### src/rtl/xlat_mode_pkg.sv
package xlat_mode_pkg;
   typedef enum logic [1:0] {
      KIND_LOAD  = 2'b00,
      KIND_STORE = 2'b01,
      KIND_FETCH = 2'b10,
      KIND_RSVD  = 2'b11
   } kind_e;

   typedef enum logic [1:0] {
      FLT_NONE = 2'b00,
      FLT_ISEG = 2'b01,
      FLT_DSEG = 2'b10
   } flt_e;

   typedef enum logic [1:0] {
      QD_APP  = 2'b00,
      QD_BAD1 = 2'b01,
      QD_BAD2 = 2'b10,
      QD_OS   = 2'b11
   } quad_e;
endpackage

### src/rtl/xlat_mode_sel.sv
module xlat_mode_sel
   import xlat_mode_pkg::*;
(
   input  logic [1:0] kind,
   input  logic       ir,
   input  logic       dr,
   output logic       is_fetch,
   output logic       is_real
);
   always_comb begin
      is_fetch = (kind_e'(kind) == KIND_FETCH);
      // fetch follows instruction relocation, everything else data relocation
      is_real  = is_fetch ? !ir : !dr;
   end
endmodule

### src/rtl/xlat_real_map.sv
module xlat_real_map #(
   parameter int EA_W     = 64,
   parameter int CLR_BITS = 4
) (
   input  logic [EA_W-1:0] ea,
   input  logic            hv,
   input  logic [EA_W-1:0] off,
   output logic [EA_W-1:0] raddr
);
   localparam int KEEP_W = EA_W - CLR_BITS;

   logic [EA_W-1:0] trimmed;
   logic            use_off;

   always_comb begin
      trimmed = {{CLR_BITS{1'b0}}, ea[KEEP_W-1:0]};
      use_off = hv && !ea[EA_W-1];
      raddr   = use_off ? (trimmed | off) : trimmed;
   end
endmodule

### src/rtl/xlat_quad_map.sv
module xlat_quad_map
   import xlat_mode_pkg::*;
#(
   parameter int EA_W   = 64,
   parameter int LPID_W = 12,
   parameter int PID_W  = 20
) (
   input  logic [EA_W-1:0]   ea,
   input  logic [LPID_W-1:0] lpid_in,
   input  logic [PID_W-1:0]  pid_in,
   output logic              legal,
   output logic [LPID_W-1:0] lpid,
   output logic [PID_W-1:0]  pid,
   output logic [EA_W-1:0]   vea
);
   quad_e quad;

   always_comb begin
      quad  = quad_e'(ea[EA_W-1 -: 2]);
      vea   = {2'b00, ea[EA_W-3:0]};
      lpid  = lpid_in;
      pid   = '0;
      legal = 1'b0;
      unique case (quad)
         QD_APP: begin
            legal = 1'b1;
            pid   = pid_in;
         end
         QD_OS: legal = 1'b1;
         default: legal = 1'b0;
      endcase
   end
endmodule

### src/rtl/xlat_mode_quad.sv
module xlat_mode_quad
   import xlat_mode_pkg::*;
#(
   parameter int EA_W      = 64,
   parameter int LPID_W    = 12,
   parameter int PID_W     = 20,
   parameter int CLR_BITS  = 4,
   parameter bit ZERO_IDLE = 1'b1
) (
   input  logic              clk,
   input  logic              rst_n,
   input  logic              req_valid,
   output logic              req_ready,
   input  logic [EA_W-1:0]   req_ea,
   input  logic [1:0]        req_kind,
   input  logic              msr_ir,
   input  logic              msr_dr,
   input  logic              msr_hv,
   input  logic [LPID_W-1:0] lpid_reg,
   input  logic [PID_W-1:0]  pid_reg,
   input  logic [EA_W-1:0]   off_reg,
   output logic              real_done,
   output logic [EA_W-1:0]   real_addr,
   output logic              walk_go,
   output logic [LPID_W-1:0] walk_lpid,
   output logic [PID_W-1:0]  walk_pid,
   output logic [EA_W-1:0]   walk_ea,
   output logic              fault_valid,
   output logic [1:0]        fault_code,
   output logic [EA_W-1:0]   dar
);
   initial begin
      assert (EA_W >= 8) else $error("EA_W too small");
      assert (CLR_BITS >= 1 && CLR_BITS <= EA_W - 2) else $error("CLR_BITS out of range");
      assert (LPID_W >= 1 && PID_W >= 1) else $error("identifier widths must be positive");
   end

   logic              is_fetch, is_real, legal, fire, busy;
   logic [EA_W-1:0]   raddr_c, vea_c;
   logic [LPID_W-1:0] lpid_c;
   logic [PID_W-1:0]  pid_c;
   logic              dseg_c;

   xlat_mode_sel u_sel (
      .kind(req_kind), .ir(msr_ir), .dr(msr_dr),
      .is_fetch(is_fetch), .is_real(is_real)
   );

   xlat_real_map #(.EA_W(EA_W), .CLR_BITS(CLR_BITS)) u_real (
      .ea(req_ea), .hv(msr_hv), .off(off_reg), .raddr(raddr_c)
   );

   xlat_quad_map #(.EA_W(EA_W), .LPID_W(LPID_W), .PID_W(PID_W)) u_quad (
      .ea(req_ea), .lpid_in(lpid_reg), .pid_in(pid_reg),
      .legal(legal), .lpid(lpid_c), .pid(pid_c), .vea(vea_c)
   );

   assign busy      = real_done | walk_go | fault_valid;
   assign req_ready = !busy;
   assign fire      = req_valid && req_ready;
   assign dseg_c    = fire && !is_real && !legal && !is_fetch;

   always_ff @(posedge clk or negedge rst_n) begin
      if (!rst_n) begin
         real_done   <= 1'b0;
         walk_go     <= 1'b0;
         fault_valid <= 1'b0;
         dar         <= '0;
      end else begin
         real_done   <= fire && is_real;
         walk_go     <= fire && !is_real && legal;
         fault_valid <= fire && !is_real && !legal;
         if (dseg_c) dar <= req_ea;
      end
   end

   generate
      if (ZERO_IDLE) begin : g_zero_idle
         always_ff @(posedge clk or negedge rst_n) begin
            if (!rst_n) begin
               real_addr  <= '0;
               walk_lpid  <= '0;
               walk_pid   <= '0;
               walk_ea    <= '0;
               fault_code <= FLT_NONE;
            end else begin
               real_addr  <= (fire && is_real) ? raddr_c : '0;
               walk_lpid  <= (fire && !is_real && legal) ? lpid_c : '0;
               walk_pid   <= (fire && !is_real && legal) ? pid_c : '0;
               walk_ea    <= (fire && !is_real && legal) ? vea_c : '0;
               fault_code <= (fire && !is_real && !legal) ?
                             (is_fetch ? FLT_ISEG : FLT_DSEG) : FLT_NONE;
            end
         end
      end else begin : g_hold_idle
         always_ff @(posedge clk or negedge rst_n) begin
            if (!rst_n) begin
               real_addr  <= '0;
               walk_lpid  <= '0;
               walk_pid   <= '0;
               walk_ea    <= '0;
               fault_code <= FLT_NONE;
            end else if (fire) begin
               real_addr  <= raddr_c;
               walk_lpid  <= lpid_c;
               walk_pid   <= pid_c;
               walk_ea    <= vea_c;
               fault_code <= is_fetch ? FLT_ISEG : FLT_DSEG;
            end
         end
      end
   endgenerate

   assert_one_result_R10: assert property (@(posedge clk) disable iff (!rst_n)
      fire |=> $countones({real_done, walk_go, fault_valid}) == 1);

   assert_single_pulse_R10: assert property (@(posedge clk) disable iff (!rst_n)
      busy |=> !(real_done || walk_go || fault_valid));

   assert_refuse_busy_R11: assert property (@(posedge clk) disable iff (!rst_n)
      !req_ready |=> !(real_done || walk_go || fault_valid));

   assert_top_clear_R2: assert property (@(posedge clk) disable iff (!rst_n)
      real_done |-> real_addr[EA_W-1 -: CLR_BITS] == '0);

   assert_walk_ea_R9: assert property (@(posedge clk) disable iff (!rst_n)
      walk_go |-> walk_ea[EA_W-1 -: 2] == 2'b00);

   assert_fault_code_R7: assert property (@(posedge clk) disable iff (!rst_n)
      fault_valid |-> (fault_code == FLT_ISEG || fault_code == FLT_DSEG));

   assert_dar_capture_R7: assert property (@(posedge clk) disable iff (!rst_n)
      dseg_c |=> dar == $past(req_ea));

   assert_dar_hold_R8: assert property (@(posedge clk) disable iff (!rst_n)
      !$stable(dar) |-> (fault_valid && fault_code == FLT_DSEG));
endmodule

### config.mk
export PLATFORM = sky130hd
export DESIGN_NAME = xlat_mode_quad
export DESIGN_NICKNAME = d
export VERILOG_FILES = /design/src/rtl/xlat_mode_pkg.sv /design/src/rtl/xlat_mode_sel.sv /design/src/rtl/xlat_real_map.sv /design/src/rtl/xlat_quad_map.sv /design/src/rtl/xlat_mode_quad.sv
export SDC_FILE = /design/constraint.sdc
export NUM_CORES = 1
export LEC_CHECK = 0
export ABC_CLOCK_PERIOD_IN_PS = 1520
export BUFFER_PORTS_ARGS = -buffer_cell sky130_fd_sc_hd__buf_2
export CAP_MARGIN = 40
export CORE_MARGIN = 8
export CORE_UTILIZATION = 45
export CTS_BUF_LIST = sky130_fd_sc_hd__clkbuf_8
export DETAILED_ROUTE_END_ITERATION = 16
export GPL_TIMING_DRIVEN = 0
export PLACE_DENSITY = 0.9
export SLEW_MARGIN = 20
export SYNTH_ARGS = -nofsm -noshare
export SYNTH_HDL_FRONTEND = slang
export SYNTH_HIERARCHICAL = 1
export SYNTH_SLANG_ARGS = --single-unit
### constraint.sdc
create_clock -name clk -period 1.52 [get_ports clk]
set_input_delay 0 -clock clk [delete_from_list [all_inputs] [get_ports clk]]
set_output_delay 0 -clock clk [all_outputs]
set_load 0.01 [all_outputs]
Yosys cells after proc, flatten, opt, wreduce, memory -nomap -nowiden
Index checks and enable logic that the tools add are counted.
Widths: inputs -> output; s select.
Cells by class
  equality and inequality tests: 2
  multiplexer cells: 10
  bitwise logic cells: 3
  reductions and logical operators: 16
Operators with widths (count)
  $mux 64: 2
  $or 60x64->64: 1
  $mux 62: 1
  $mux 20: 2
  $mux 12: 1
  $logic_and 1x1->1: 7
  $logic_not 1->1: 7
  $eq 2x2->1 const B: 2
  $mux 2: 2
  $logic_not 2->1: 1
  $mux 1: 2
  $or 1x1->1: 2
  $reduce_or 2->1: 1
Word-level totals
  flip-flop bits (word level): 227
  bits of input ports: 168
  output and inout port bits: 230

Longest topological paths before layout
  depth after elaboration: 7
  gate-level depth with buffers: 8
  depth with buffers taken out: 6

By module
Netlist, hierarchy kept.
Modules (own cells, without submodules)
  xlat_mode_quad: times used 1, cells an instance 485, area each 7911.3 µm²
  xlat_quad_map: times used 1, cells an instance 103, area each 762.0 µm²
  xlat_real_map: times used 1, cells an instance 72, area each 568.0 µm²
  xlat_mode_sel: times used 1, cells an instance 2, area each 23.8 µm²

Worst setup path before layout
Ideal clock, no wire load.
  path type: reg2reg
  start point: register walk_go
  end point: register dar[14]
  setup time: 125 ps
  arrival time: 1619 ps
  setup slack: -225 ps
  stages on the path, launching flop included: 6
  buffers on the path: 2
  cell sequence: dfrtp_1 > nor3_2 > and4b_4 > buf_12 > buf_12 > mux2_4
On the way
  word-level cells in the longest chain between the ends: 7
Ends and longest elaborated chain
  from (decl): line xlat_mode_quad.sv:24  | output logic walk_go,
  from (signal assigned): line xlat_mode_quad.sv:71  | walk_go <= fire && !is_real && legal;
  $or 1x1->1 (2 in series): line xlat_mode_quad.sv:58  | assign busy = real_done | walk_go | fault_valid;
  $logic_not 1->1: line xlat_mode_quad.sv:59  | assign req_ready = !busy;
  net req_ready: line xlat_mode_quad.sv:13  | output logic req_ready,
  $logic_and 1x1->1: line xlat_mode_quad.sv:60  | assign fire = req_valid && req_ready;
  $logic_and 1x1->1 (3 in series): line xlat_mode_quad.sv:61  | assign dseg_c = fire && !is_real && !legal && !is_fetch;
  to (signal assigned): line xlat_mode_quad.sv:73  | if (dseg_c) dar <= req_ea;
  to (decl): line xlat_mode_quad.sv:30  | output logic [EA_W-1:0] dar
The timed path passes the listed nets, and every way through them passes these cells.
A chain may end at the register's enable or synchronous reset.

Worst setup path in the final report
  start point: register walk_go
  end point: register dar[17]
On the way
  word-level cells in the longest chain between the ends: 7
Ends and longest elaborated chain (line)
  $or 1x1->1 (2 in series): xlat_mode_quad.sv:58
  $logic_not 1->1: xlat_mode_quad.sv:59
  $logic_and 1x1->1: xlat_mode_quad.sv:60
  $logic_and 1x1->1 (3 in series): xlat_mode_quad.sv:61
Every way passes these cells.

==> summary.txt <==
Run status
  • Outcome: complete, but fails checks
  • Failing checks: setup timing

Critical path
  • CP Max Fanout: 10
  • Crit start category: register
  • CP required: 1890 ps
  • Slowest CP cell: dfrtp_1
  • Cell mode on critical path: buf_12
  • Crit. End Element: register
  • Worst Reg-to-Reg Cells: 5
  • Critical Path AT: 2120 ps
  • Critical-path cell list: nor3_4 -> and4b_4 -> buf_12 -> buf_12 -> mux2_4
  • Worst Setup Path Type: reg -> reg
  • Max incr delay on CP: 410 ps

Drt
  • Drt wl/cell: 22.5 um
  • 1st-iter DRT viols: 424
  • Routed Antenna Nets: 0
  • Drt drc: 0
  • Via count: 7610
  • Drt pass-1 iters: 4
  • Drt via density: 4.83
  • Wire length after detailed routing: 35400 um

Clock tree
  • CTS tree: yes
  • Worst skew pair latency: 500 ps
  • Clock sink count: 229
  • Clock transition at path regs: 60 ps
  • H-tree depth: 2
  • Clock Path Buffers: 3
  • CTS Buf Count: 38
  • Root Driver: clkbuf_8

Timing
  • Worst clock skew: 14.8 ps
  • Relative slew slack: 0.648
  • Slew Limit Fails: 0
  • Period utilization: 1.15
  • Final worst path period need: 1750 ps
  • RSZ-0062 raised after global routing: yes
  • Max Fclk: 0.573 GHz
  • Final hold vios: 0
  • Count of final setup violators: 97
  • Slew @ Worst Pin: 528 ps
  • Final setup margin: -226 ps

Yosys
  • Synth unique cells: 23
  • YS warnings: 6
  • Ranking of synthesized cells by area: dfrtp_1 62%, and2_1 12%, mux2_4 7.9%, buf_4 6.3%, a21o_1 4.9%
  • Syn Area/Cell: 14.0 sq um
  • Flops & latches, synth: 229
  • Cell Area, Synth: 9270 sq um
  • Top cell type's share of synthesized area: 0.619
  • Post-synthesis sequential area ratio: 0.619
  • Post-synth top area cell: dfrtp_1
  • Post-Synthesis Cells: 662

Global routing
  • Initial antenna violation count: 4
  • GR Overflow Total: 0
  • GRT Util Overall: 0.264
  • Largest net degree at the start of global routing: 104
  • First-pass GRT wire length: 52000 um
  • Vias in the first global route: 8705

Power
  • Leak: 0.00823 uW
  • Total power: 17000 uW
  • VDD IR max: 0.946 mV
  • PD cells: 1160 nW/um^2

Floorplan
  • Die Wd: 159 um
  • Initial core utilization: 0.458
  • Core region area: 20200 sq um
  • Die height: 159 um
  • Row count: 52
  • Die area: 25400 sq um
  • IO Count: 398

Cells and area
  • Final Non-Filler Cells: 1574
  • Nets: 1447
  • Most frequent cells in the layout: 384 x buf_2, 229 x dfrtp_1, 165 x dlygate4sd3_1
  • Area Overhead vs Synth: 58.4%
  • FF/Latch Area: 5730 sq um
  • FILL cells: 1203
  • Multi-input logic area: 2820 sq um
  • Layout cell share with drive strength beyond 1: 0.548
  • Commonest non-fill, non-tap cell in the layout: buf_2

Placement
  • Port bufs: 385
  • Placed instance count: 1320
  • GP Congestion: 0.820
  • DP Wirelength: 20300 um

Job
  • Max-cap violations: 0

Min path
  • Worst hold path class: in -> reg
  • Hold Crit Depth: 3
## Yosys cell counts
cell / instances
a21o_1: 60
and2_1: 172
and2_2: 13
and3_1: 1
and4b_1: 1
and4b_4: 1
and4bb_2: 1
buf_12: 6
buf_2: 3
buf_4: 78
buf_6: 10
clkbuf_1: 11
clkbuf_2: 2
conb_1: 1
dfrtp_1: 229
ha_1: 1
inv_1: 3
mux2_2: 15
mux2_4: 49
mux2i_1: 1
nor2_1: 1
nor2b_4: 2
nor3_2: 1
## worst paths after layout
path	endpoint	startpoint	slack [ps]
min reg2reg	dar[62]	dar[62]	510
min in group asynchronous	dar[51]	rst_n	80
max in group asynchronous	walk_ea[22]	rst_n	910
max reg2reg	dar[17]	walk_go	-230
max	dar[17]	walk_go	-230
min	fault_valid	msr_ir	60
## power by group
part           total (uW)  internal [uW]  switching, uW
Sequential           7420           6920            504
Clock                5410           3000           2400
Combinational        4160           2310           1850
## sequential cells by signal, summed over array words and instances, names as in the netlist
signal and cells:
walk_lpid 12, real_done 1, walk_pid 20, walk_go 1, fault_code 2, real_addr 64
fault_valid 1, walk_ea 64, dar 64
## cell families (layout without fill, tap and decap cells)
| logic type | count (synthesis) | in the layout | synth area share |
|---|---|---|---|
| flops | 229 | 229 | 0.619 |
| compound gates | 60 | 60 | 0.0486 |
| buf+inv | 113 | 750 | 0.0967 |
| simple gates | 193 | 193 | 0.136 |
| other cells | 1 | 6 | 0.000405 |
| fa+ha+maj | 1 | 1 | 0.00135 |
| mux | 65 | 65 | 0.0987 |
## what timing repair did
action / in CTS / in global routing
hold buffers: 166 / 0
cloned: 2 / 8
setup endpoints to repair: 202 / 214
pin swaps: 3 / 60
hold endpoints to repair: 453 / 0
buffers inserted: 7 / 8
resized for setup: 41 / 106
## cell type report
cell class / instances / area share
Clock inverter: 17 / 0.00810
Timing Repair Buffer: 577 / 0.273
Clock buffer: 45 / 0.0422
Multi-Input combinational cell: 321 / 0.192
Inverter: 3 / 0.000768
Sequential cell: 229 / 0.391
Antenna cell: 4 / 0.000682
Buffer: 108 / 0.0692
Tap cell: 270 / 0.0230
## worst max-delay path: cells and delay by family, from the launching register on
| kind | cells | cell delay [ps] |
|---|---|---|
| buffers and inverters | 2 | 330 |
| AND/OR/NAND/NOR | 2 | 560 |
| flip-flops | 1 | 410 |
| multiplexers | 1 | 310 |
## metal layers
layer / part of all wire / track usage / wire, um
met5: 0 / 0 / 0
met4: 0.047 / 0.140 / 1660
met1: 0.35 / 0.276 / 12500
met2: 0.52 / 0.461 / 18500
met3: 0.078 / 0.0892 / 2780
## stage by stage
stage | worst slack [ps] | util | hold WS, ps | cell area, sq um | setup TNS, ps
floorplan | -163 | - | -296 | 9280 | -9070
global placement | -3320 | 0.570 | 209 | 11500 | -782490
detailed placement | -423 | 0.574 | -112 | 11600 | -40070
CTS | -192 | 0.704 | 4.69 | 14200 | -10730
global route | -252 | 0.725 | 37.1 | 14700 | -18010
finish | -226 | 0.725 | 57.9 | 14700 | -12760
Power figures use the tool's default switching activity.
